===== config.mk =====
export PLATFORM = sky130hd
export DESIGN_NAME = i2cmux_ctrl
export DESIGN_NICKNAME = d
export VERILOG_FILES = /design/src/rtl/i2cmux_pkg.sv /design/src/rtl/i2cmux_glitch.sv /design/src/rtl/i2cmux_cond.sv /design/src/rtl/i2cmux_fsm.sv /design/src/rtl/i2cmux_ctrl.sv
export SDC_FILE = /design/constraint.sdc
export NUM_CORES = 1
export LEC_CHECK = 0
export ABC_CLOCK_PERIOD_IN_PS = 2250
export BUFFER_PORTS_ARGS = -buffer_cell sky130_fd_sc_hd__buf_4
export CAP_MARGIN = 5
export CORE_ASPECT_RATIO = 1.4
export CORE_MARGIN = 3
export CORE_UTILIZATION = 59
export DETAILED_ROUTE_END_ITERATION = 10
export PLACE_DENSITY = 0.78
export SLEW_MARGIN = 20
export SYNTH_ARGS = -nofsm -noshare
export SYNTH_HDL_FRONTEND = slang
export SYNTH_SLANG_ARGS = --single-unit

===== constraint.sdc =====
create_clock -name clk -period 2.25 [get_ports clk]
set_input_delay 0.1125 -clock clk [delete_from_list [all_inputs] [get_ports clk]]
set_output_delay 0.1125 -clock clk [all_outputs]
set_load 0.005 [all_outputs]

===== src/rtl/i2cmux_pkg.sv =====
package i2cmux_pkg;
  localparam int BYTE_W = 8;
  localparam int STRAP_W = 3;
  localparam logic [3:0] ADDR_FIXED = 4'b1110;
  localparam int BITC_W = $clog2(BYTE_W + 1);

  typedef enum logic [2:0] {
    ST_IDLE,
    ST_ADDR,
    ST_AACK,
    ST_WR,
    ST_WACK,
    ST_RD,
    ST_RACK
  } bus_st_e;
endpackage


===== src/rtl/i2cmux_glitch.sv =====
module i2cmux_glitch #(
  parameter int STABLE = 4
) (
  input  logic clk,
  input  logic rst,
  input  logic raw_i,
  output logic clean_o
);
  localparam int CW = $clog2(STABLE + 1);

  logic [1:0]    sync_q;
  logic [CW-1:0] cnt_q;

  always_ff @(posedge clk) begin
    if (rst) begin
      sync_q  <= 2'b11;
      cnt_q   <= '0;
      clean_o <= 1'b1;
    end else begin
      sync_q <= {sync_q[0], raw_i};
      if (sync_q[1] == clean_o) begin
        cnt_q <= '0;
      end else if (cnt_q == CW'(STABLE - 1)) begin
        clean_o <= sync_q[1];
        cnt_q   <= '0;
      end else begin
        cnt_q <= cnt_q + 1'b1;
      end
    end
  end

  // the clean line only ever moves to a value the synchronizer presented
  assert_filter_follows_R9: assert property (@(posedge clk) disable iff (rst)
    (clean_o != $past(clean_o)) |-> ($past(sync_q[1]) == clean_o));
endmodule


===== src/rtl/i2cmux_cond.sv =====
module i2cmux_cond (
  input  logic clk,
  input  logic rst,
  input  logic scl_i,
  input  logic sda_i,
  output logic start_o,
  output logic stop_o,
  output logic rise_o,
  output logic fall_o
);
  logic scl_q, sda_q;

  always_ff @(posedge clk) begin
    if (rst) begin
      scl_q <= 1'b1;
      sda_q <= 1'b1;
    end else begin
      scl_q <= scl_i;
      sda_q <= sda_i;
    end
  end

  always_comb begin
    start_o = scl_i & scl_q & sda_q & ~sda_i;
    stop_o  = scl_i & scl_q & ~sda_q & sda_i;
    rise_o  = scl_i & ~scl_q;
    fall_o  = ~scl_i & scl_q;
  end
endmodule


===== src/rtl/i2cmux_fsm.sv =====
module i2cmux_fsm
  import i2cmux_pkg::*;
(
  input  logic                 clk,
  input  logic                 rst,
  input  logic                 start_i,
  input  logic                 stop_i,
  input  logic                 rise_i,
  input  logic                 fall_i,
  input  logic                 sda_i,
  input  logic [STRAP_W-1:0]   strap_i,
  input  logic [BYTE_W-1:0]    rd_byte_i,
  output logic                 sda_oe_o,
  output logic                 commit_o,
  output logic [BYTE_W-1:0]    staged_o
);
  bus_st_e             st_q;
  logic [BITC_W-1:0]   bitc_q;
  logic [BYTE_W-1:0]   sh_q;
  logic                rw_q;
  logic                pend_q;
  logic                mack_q;
  logic                full;

  assign full = (bitc_q == BITC_W'(BYTE_W));

  always_ff @(posedge clk) begin
    if (rst) begin
      st_q     <= ST_IDLE;
      bitc_q   <= '0;
      sh_q     <= '0;
      rw_q     <= 1'b0;
      pend_q   <= 1'b0;
      mack_q   <= 1'b0;
      sda_oe_o <= 1'b0;
      commit_o <= 1'b0;
      staged_o <= '0;
    end else begin
      commit_o <= 1'b0;
      if (stop_i) begin
        st_q     <= ST_IDLE;
        sda_oe_o <= 1'b0;
        if (pend_q) begin
          commit_o <= 1'b1;
          pend_q   <= 1'b0;
        end
      end else if (start_i) begin
        st_q     <= ST_ADDR;
        bitc_q   <= '0;
        sda_oe_o <= 1'b0;
      end else begin
        case (st_q)
          ST_ADDR, ST_WR: begin
            if (rise_i) begin
              sh_q   <= {sh_q[BYTE_W-2:0], sda_i};
              bitc_q <= bitc_q + 1'b1;
            end else if (fall_i && full) begin
              if (st_q == ST_WR) begin
                staged_o <= sh_q;
                pend_q   <= 1'b1;
                sda_oe_o <= 1'b1;
                st_q     <= ST_WACK;
              end else if (sh_q[BYTE_W-1:1] == {ADDR_FIXED, strap_i}) begin
                rw_q     <= sh_q[0];
                sda_oe_o <= 1'b1;
                st_q     <= ST_AACK;
              end else begin
                st_q <= ST_IDLE;
              end
            end
          end
          ST_AACK: begin
            if (fall_i) begin
              bitc_q <= '0;
              if (rw_q) begin
                sh_q     <= rd_byte_i;
                sda_oe_o <= ~rd_byte_i[BYTE_W-1];
                st_q     <= ST_RD;
              end else begin
                sda_oe_o <= 1'b0;
                st_q     <= ST_WR;
              end
            end
          end
          ST_WACK: begin
            if (fall_i) begin
              sda_oe_o <= 1'b0;
              bitc_q   <= '0;
              st_q     <= ST_WR;
            end
          end
          ST_RD: begin
            if (rise_i) begin
              bitc_q <= bitc_q + 1'b1;
            end else if (fall_i) begin
              if (full) begin
                sda_oe_o <= 1'b0;
                st_q     <= ST_RACK;
              end else begin
                sh_q     <= {sh_q[BYTE_W-2:0], 1'b0};
                sda_oe_o <= ~sh_q[BYTE_W-2];
              end
            end
          end
          ST_RACK: begin
            if (rise_i) begin
              mack_q <= ~sda_i;
            end else if (fall_i) begin
              if (mack_q) begin
                sh_q     <= rd_byte_i;
                sda_oe_o <= ~rd_byte_i[BYTE_W-1];
                bitc_q   <= '0;
                st_q     <= ST_RD;
              end else begin
                st_q <= ST_IDLE;
              end
            end
          end
          default: ;
        endcase
      end
    end
  end

  // pull-low only in target-driven slots
  assert_oe_slots_R10: assert property (@(posedge clk) disable iff (rst)
    sda_oe_o |-> (st_q == ST_AACK || st_q == ST_WACK || st_q == ST_RD));

  // an address acknowledge is only held for the own address
  assert_addr_match_R1: assert property (@(posedge clk) disable iff (rst)
    (st_q == ST_AACK) |-> (sh_q[BYTE_W-1:1] == {ADDR_FIXED, strap_i}));

  // a staged byte only appears at the end of a written data byte
  assert_stage_on_write_R5: assert property (@(posedge clk) disable iff (rst)
    (staged_o != $past(staged_o)) |-> ($past(st_q) == ST_WR));

  // nothing is driven while idle after an address mismatch
  assert_idle_quiet_R11: assert property (@(posedge clk) disable iff (rst)
    (st_q == ST_IDLE) |-> !sda_oe_o);
endmodule


===== src/rtl/i2cmux_ctrl.sv =====
module i2cmux_ctrl
  import i2cmux_pkg::*;
#(
  parameter int NCH = 8,
  parameter int FILT_CYCLES = 4
) (
  input  logic               clk,
  input  logic               rst,
  input  logic               scl_i,
  input  logic               sda_i,
  input  logic [2:0]         strap_i,
  output logic               sda_oe,
  output logic [NCH-1:0]     chan_en
);
  localparam int NLINES = 2;

  logic [NLINES-1:0] raw_lines, clean_lines;
  logic start_w, stop_w, rise_w, fall_w, commit_w;
  logic [BYTE_W-1:0] staged_w, rd_byte;

  assign raw_lines = {scl_i, sda_i};

  for (genvar g = 0; g < NLINES; g++) begin : g_filt
    i2cmux_glitch #(.STABLE(FILT_CYCLES)) u_filt (
      .clk     (clk),
      .rst     (rst),
      .raw_i   (raw_lines[g]),
      .clean_o (clean_lines[g])
    );
  end

  i2cmux_cond u_cond (
    .clk     (clk),
    .rst     (rst),
    .scl_i   (clean_lines[1]),
    .sda_i   (clean_lines[0]),
    .start_o (start_w),
    .stop_o  (stop_w),
    .rise_o  (rise_w),
    .fall_o  (fall_w)
  );

  i2cmux_fsm u_fsm (
    .clk       (clk),
    .rst       (rst),
    .start_i   (start_w),
    .stop_i    (stop_w),
    .rise_i    (rise_w),
    .fall_i    (fall_w),
    .sda_i     (clean_lines[0]),
    .strap_i   (strap_i),
    .rd_byte_i (rd_byte),
    .sda_oe_o  (sda_oe),
    .commit_o  (commit_w),
    .staged_o  (staged_w)
  );

  always_comb begin
    rd_byte = '0;
    rd_byte[NCH-1:0] = chan_en;
  end

  always_ff @(posedge clk) begin
    if (rst) begin
      chan_en <= '0;
    end else if (commit_w) begin
      chan_en <= staged_w[NCH-1:0];
    end
  end

  // channel enables move only on a STOP-driven commit
  assert_chan_on_commit_R4: assert property (@(posedge clk) disable iff (rst)
    !$stable(chan_en) |-> ($past(commit_w) || $past(rst)));

  // a commit is always preceded by a STOP, never by a START
  assert_commit_after_stop_R7: assert property (@(posedge clk) disable iff (rst)
    commit_w |-> $past(stop_w));
endmodule


======== After elaboration in Yosys (flattened, before gate mapping) ========
Index checks and enable logic that the tools add are counted.
cells by class
  add/sub/neg operators ................... 3
  eq/ne operators ......................... 38
  mux-type cells .......................... 47
  bitwise gates (word level) .............. 19
  reductions and logical operators ........ 24
operators with widths
  operator                                        count
  2-to-1 mux 8 bit                                9
  2-to-1 mux 3 bit                                12
  one-hot mux 8 bit (4 select lines)              1
  2-to-1 mux 4 bit                                6
  != test 3 x 2 -> 1 bit (second input constant)  7
  AND reduction 10 bit                            2
  != test 2 x 1 -> 1 bit (second input constant)  8
  2-to-1 mux 1 bit                                15
  one-hot mux 3 bit (5 select lines)              1
  AND reduction 7 bit                             2
  == test 3 x 2 -> 1 bit (second input constant)  4
  inverter 1 bit                                  12
  one-hot mux 4 bit (3 select lines)              1
  AND reduction 12 bit                            1
  OR reduction 3 bit                              4
  AND reduction 11 bit                            1
  != test 2 bit (second input constant)           5
  == test 3 bit (second input constant)           3
  != test 3 x 1 -> 1 bit (second input constant)  3
  != test 3 bit (second input constant)           3
  nonzero test 4 bit                              2
  OR reduction 2 bit                              4
  bitwise AND 1 bit                               7
  == test 7 bit                                   1
  14 further kinds                                17
storage, ports and cells
  register bits ........................... 50
  input bits .............................. 7
  output and inout bits ................... 9
  logic and storage cells ................. 150

======== Longest topological paths before layout ========
  depth after elaboration ................. 7
  mapped depth ............................ 8
  mapped depth without buffers ............ 7

======== Cells and area by module ========
From an unflattened synthesis, not the netlist that was laid out.
second synthesis, totals
  cell total of the unflattened synthesis .. 263
  area, all modules ....................... 2453.6 um^2
by module, submodules not included
  module         times used  cells each  area an instance (um^2)  sequential area each (um^2)
  i2cmux_fsm     1           195         1655.3                   560.5
  i2cmux_glitch  2           17          214.0                    120.1
  i2cmux_ctrl    1           26          285.3                    160.2
  i2cmux_cond    1           8           85.1                     40.0

======== Worst setup path after synthesis ========
No wires, ideal clock.
  path kind ............................... register to register
  start point ............................. register u_fsm.bitc_q[0]
  end point ............................... register u_fsm.sh_q[0]
  setup time .............................. 0.072 ns
  arrival ................................. 1.602 ns
  required time ........................... 2.178 ns
  setup slack ............................. 0.576 ns
  stages on the path, launching flop included .. 9
  path buffers ............................ 1
  clock period less this slack ............ 1.674 ns
  cell sequence ........................... dfxtp_1 inv_1 ha_1 nand3b_1 nand2_1 a32oi_4 and2_1 buf_6 mux2i_1
between the ends
  word-level cells in the longest chain between the ends .. 3
ends and longest elaborated chain
  what                                   RTL line           text
  start, declared                        i2cmux_fsm.sv:18   logic [BITC_W-1:0] bitc_q;
  start signal, assigned                 i2cmux_fsm.sv:56   bitc_q <= bitc_q + 1'b1;
  start signal, assigned                 i2cmux_fsm.sv:94   bitc_q <= bitc_q + 1'b1;
  == test 4 bit                          i2cmux_fsm.sv:25   assign full = (bitc_q == BITC_W'(BYTE_W));
  != test 2 bit (no source line)         -
  AND reduction 12 bit (no source line)  -
  end signal, assigned                   i2cmux_fsm.sv:55   sh_q <= {sh_q[BYTE_W-2:0], sda_i};
  end signal, assigned                   i2cmux_fsm.sv:76   sh_q <= rd_byte_i;
  end signal, assigned                   i2cmux_fsm.sv:100  sh_q <= {sh_q[BYTE_W-2:0], 1'b0};
  end, declared                          i2cmux_fsm.sv:19   logic [BYTE_W-1:0] sh_q;
Every way passes these cells.
A chain may end at the register's enable or synchronous reset.

======== Worst setup path after layout ========
Same ends and word-level chain as after synthesis.

==> impl_results.html <==
<table>
<tr><th>Metric</th><th>Value</th></tr>
<tr><th colspan="2">Floorplanning</th></tr>
<tr><td>Chip width</td><td>roughly 60 um</td></tr>
<tr><td>Count of boundary I/O pins</td><td>16</td></tr>
<tr><td>Floorplan row count</td><td>26</td></tr>
<tr><td>Die footprint</td><td>between 4000 and 5000 um2</td></tr>
<tr><td>Initial Util</td><td>a little under two thirds</td></tr>
<tr><td>Die span in y</td><td>81.5 um</td></tr>
<tr><td>Total core area</td><td>approximately 3800 um2</td></tr>
<tr><th colspan="2">Logic synthesis</th></tr>
<tr><td>Area share of xor/xnor cells in the synthesized design</td><td>2.19%</td></tr>
<tr><td>Post-synth top cells</td><td>50 x dfxtp_1, 33 x nor2_1, 26 x mux2i_1</td></tr>
<tr><td>Number of distinct library cells after synthesis</td><td>48</td></tr>
<tr><td>Sequential share of the synthesized area</td><td>41.6%</td></tr>
<tr><td>Synthesized netlist cell count</td><td>259</td></tr>
<tr><td>Dominant combinational cell family by area after synthesis</td><td>simple AND/OR/NAND/NOR gates</td></tr>
<tr><td>Synth Net Count</td><td>272</td></tr>
<tr><td>Cell Area, Synth</td><td>2400 um2</td></tr>
<tr><td>Post-synthesis register bit count</td><td>50</td></tr>
<tr><td>Most numerous cell in the Yosys netlist</td><td>dfxtp_1</td></tr>
<tr><td>Number of flops mapped to enable cells by yosys</td><td>0</td></tr>
<tr><td>Leading post-synthesis cells by cell area</td><td>dfxtp_1 42%, mux2i_1 11%, nor2_1 5.2%</td></tr>
<tr><td>Post-synthesis simple-gate area fraction</td><td>19.1%</td></tr>
<tr><td>Most frequently used flop master after synthesis</td><td>dfxtp_1</td></tr>
<tr><td>Fraction of post-synthesis cell area in the top cell type by area</td><td>41.6%</td></tr>
<tr><td>Number of warnings issued by yosys</td><td>0</td></tr>
<tr><td>Post-synthesis compound-gate area fraction</td><td>about 17%</td></tr>
<tr><td>Largest area contributor in the synthesized netlist</td><td>dfxtp_1</td></tr>
<tr><td>Adder-cell area share of the yosys netlist</td><td>approximately 3.1%</td></tr>
<tr><td>Multiplexer share of the synthesized area</td><td>between 10% and 20%</td></tr>
<tr><td>Synthesized area per cell</td><td>about 9.3 um2</td></tr>
<tr><td>Fraction of registers with async set/reset</td><td>0%</td></tr>
<tr><th colspan="2">STA</th></tr>
<tr><td>Final hold viol count</td><td>0</td></tr>
<tr><td>Setup clock skew after layout</td><td>0.00806 ns</td></tr>
<tr><td>Final setup viols</td><td>0</td></tr>
<tr><td>Max frequency</td><td>0.508 GHz</td></tr>
<tr><td>Pin slew with the least headroom to its limit</td><td>slightly above 0.6 ns</td></tr>
<tr><td>Share of the clock period used by the worst path after layout</td><td>between 80 and 90%</td></tr>
<tr><td>Relative max-transition margin</td><td>about three fifths</td></tr>
<tr><td>Setup Total Neg Slack</td><td>0 ns</td></tr>
<tr><td>Final min period</td><td>1.97 ns</td></tr>
<tr><td>RSZ-0062 raised after global routing</td><td>false</td></tr>
<tr><td>Count of final max-slew check failures</td><td>0</td></tr>
<tr><th colspan="2">Placed design</th></tr>
<tr><td>Half-perimeter wire length after placement</td><td>approximately 3.3 mm</td></tr>
<tr><td>Post-placement cell count</td><td>around 310</td></tr>
<tr><td>Input/output buffers</td><td>15</td></tr>
<tr><td>Final estimated routing congestion in global placement</td><td>0.931</td></tr>
<tr><th colspan="2">Route</th></tr>
<tr><td>DRC marker count from the first detailed-route iteration</td><td>50</td></tr>
<tr><td>Mean number of vias per cell</td><td>between 5 and 6</td></tr>
<tr><td>WL per Instance</td><td>between 15 and 20 um</td></tr>
<tr><td>Detailed-route DRC error count</td><td>0</td></tr>
<tr><td>Detailed-route wire length</td><td>between 4 and 5 mm</td></tr>
<tr><td>Number of nets with antenna violations after routing</td><td>0</td></tr>
<tr><td>Overall via count from detail_route</td><td>~1,900</td></tr>
<tr><td>Number of detailed-route iterations in the first pass</td><td>4</td></tr>
<tr><th colspan="2">Final layout</th></tr>
<tr><td>Filler Cell Count</td><td>about 290</td></tr>
<tr><td>Storage cell area</td><td>~1000 um2</td></tr>
<tr><td>Area Growth Syn to Fin</td><td>10.7%</td></tr>
<tr><td>Final Net Count</td><td>between 200 and 300</td></tr>
<tr><td>Number of antenna cells inserted</td><td>0</td></tr>
<tr><td>Fin cells</td><td>between 300 and 400</td></tr>
<tr><td>Fraction of layout cells with a size suffix above 1</td><td>between 10% and 20%</td></tr>
<tr><td>Multi-input gate area in the final layout</td><td>1260 um2</td></tr>
<tr><th colspan="2">Clock network</th></tr>
<tr><td>Clock root buffer</td><td>clkbuf_8</td></tr>
<tr><td>Maximum buffer depth of the clock tree</td><td>2</td></tr>
<tr><td>Number of levels in the clock H-tree</td><td>2</td></tr>
<tr><td>Clk pin slew, worst setup/hold paths</td><td>~0.090 ns</td></tr>
<tr><td>Latest clock arrival within the worst-skew pair</td><td>approximately 0.3 ns</td></tr>
<tr><td>Number of instances resized during post-cts repair</td><td>0</td></tr>
<tr><td>TritonCTS clock tree</td><td>done</td></tr>
<tr><td>Clock buffer count from CTS</td><td>5</td></tr>
<tr><td>CTS sink count</td><td>50</td></tr>
<tr><td>Number of buffers inserted to repair setup after CTS</td><td>0</td></tr>
<tr><th colspan="2">Pwr</th></tr>
<tr><td>Power density cells</td><td>587 nW/um2</td></tr>
<tr><td>Highest ir drop seen on vdd</td><td>roughly 0.60 mV</td></tr>
<tr><td>Leakage Power</td><td>0.00100 uW</td></tr>
<tr><th colspan="2">Setup path</th></tr>
<tr><td>Worst r2r path cells</td><td>7</td></tr>
<tr><td>Worst EP arrival</td><td>2.20 ns</td></tr>
<tr><td>Critical path capture point</td><td>u_fsm.sh_q[0]</td></tr>
<tr><td>Worst setup path class</td><td>reg2reg</td></tr>
<tr><td>Crit end category</td><td>register</td></tr>
<tr><td>Required @ worst endpoint</td><td>approximately 2.5 ns</td></tr>
<tr><td>Max Fanout on Critical Path</td><td>8</td></tr>
<tr><td>Worst reg2reg endpoint</td><td>u_fsm.sh_q[0]</td></tr>
<tr><td>Worst setup slack for register-to-register paths</td><td>around 0.28 ns</td></tr>
<tr><td>CP Launch Type</td><td>register</td></tr>
<tr><td>Worst flop-to-flop path startpoint</td><td>u_fsm.bitc_q[0]</td></tr>
<tr><td>Critical Path Source</td><td>u_fsm.bitc_q[0]</td></tr>
<tr><th colspan="2">Global routing</th></tr>
<tr><td>Global route hottest layer</td><td>met2</td></tr>
<tr><td>Initial antenna violation count</td><td>0</td></tr>
<tr><td>Met2 Use GR</td><td>around two fifths</td></tr>
<tr><td>Met3 GRT Util</td><td>under 10%</td></tr>
<tr><td>Number of global-route vias before repair</td><td>1,855</td></tr>
<tr><td>Pin count of the biggest net entering global routing</td><td>40</td></tr>
<tr><td>Global routing met1 resource utilization</td><td>a little over a quarter</td></tr>
<tr><td>First-pass GRT wire length</td><td>roughly 8.5 mm</td></tr>
<tr><td>Total routing usage reported by global routing</td><td>between 20 and 25%</td></tr>
<tr><td>Leftover overflow at the end of global routing</td><td>0</td></tr>
<tr><th colspan="2">Status</th></tr>
<tr><td>Result of the run</td><td>finished, final reports clean</td></tr>
<tr><th colspan="2">Worst hold path</th></tr>
<tr><td>Kind of path behind the tightest hold check</td><td>in2reg</td></tr>
<tr><th colspan="2">Run</th></tr>
<tr><td>Number of max-cap violations</td><td>0</td></tr>
</table>
registers in the layout, indices dropped and copies added, names as in the netlist:
register / flops
g_filt.u_filt.sync_q: 4
u_fsm.bitc_q: 4
u_fsm.commit_o: 1
g_filt.u_filt.cnt_q: 6
u_fsm.st_q: 3
u_fsm.sh_q: 8
u_cond.scl_q: 1
u_fsm.mack_q: 1
u_fsm.sda_oe_o: 1
u_cond.sda_q: 1
u_fsm.rw_q: 1
u_fsm.pend_q: 1
g_filt.u_filt.clean_o: 2
u_fsm.staged_o: 8
chan_en: 8
worst max-delay path, cell delays in order, from the launching register on:
cell and delay (ns):
dfxtp_1 0.36, inv_1 0.08, ha_1 0.20, nand3b_1 0.19, nand2_1 0.13, a32oi_4 0.26
and2_1 0.44, mux2i_1 0.23
layer usage:
metal | share of wire (%) | routed length, um | up-vias
met5 | 0 | 0 | -
li1 | - | - | 936
met3 | 3.2 | 151 | 10
met2 | 53 | 2520 | 36
met1 | 42 | 2010 | 896
met4 | 1.8 | 88 | 0
report_power, final:
group | switching [uW] | internal, uW
logic | 21.8 | 15.6
clock network | 301 | 333
registers | 1.93 | 889
total | 325 | 1240
cell type report:
type,instances,area share [%]
clock inverter,3,1.65
tap,42,1.97
inverter,13,1.83
multi-input combinational,180,47.4
sequential,50,37.6
clock buffer,5,2.59
timing repair buffer,24,6.96
kinds of logic (layout without fill, tap and decap cells):
family / after synthesis / count (layout)
AND/OR/NAND/NOR: 90 / 90
multiplexers: 26 / 26
XOR/XNOR: 6 / 6
flip-flops: 50 / 50
AO/OA/AOI/OAI: 52 / 52
adder cells (fa/ha/maj): 6 / 6
buffers and inverters: 29 / 45
what timing repair did:
action                                 in CTS  in global routing
setup endpoints to repair                   0                  0
hold buffers                                2                  0
endpoints found under the hold margin       2                  0
layout by cell type, fill, tap and decap left out, drive strengths merged, types with 8 or more instances in the layout:
cell type	synthesis	layout
inv	12	13
a21oi	21	21
dfxtp	50	50
mux2i	26	26
buf	9	22
nand2	15	15
a211oi	8	8
nor2	33	33
nand3	8	8
worst min-delay path by stage:
| stage | to | cells after the start | slack, ns | from |
|---|---|---|---|---|
| 6_report | chan_en[1] | 2 | 0.23 | rst |
| 5_1_grt | chan_en[4] | 2 | 0.25 | rst |
| 4_1_cts | chan_en[1] | 2 | 0.23 | rst |
| 3_5_place_dp | g_filt[1].u_filt.sync_q[0] | 2 | 0.30 | scl_i |
| 3_3_place_gp | g_filt[0].u_filt.sync_q[0] | 2 | 0.30 | sda_i |
| 2_1_floorplan | g_filt[0].u_filt.sync_q[0] | 1 | 0.22 | sda_i |
through the flow:
stage / utilization [%] / area [um2] / hold slack (ns) / setup slack (ns) / total power [uW]
after floorplan: - / 2400 / 0.216 / 0.576 / 932
after global placement: 67.0 / 2530 / 0.298 / 0.397 / 945
after detailed placement: 67.0 / 2530 / 0.301 / 0.332 / 946
after CTS: 70.5 / 2660 / 0.232 / 0.291 / 1570
after global routing: 70.5 / 2660 / 0.247 / 0.141 / 1620
final: 70.5 / 2660 / 0.231 / 0.282 / 1560
Power figures use the tool's default switching activity.
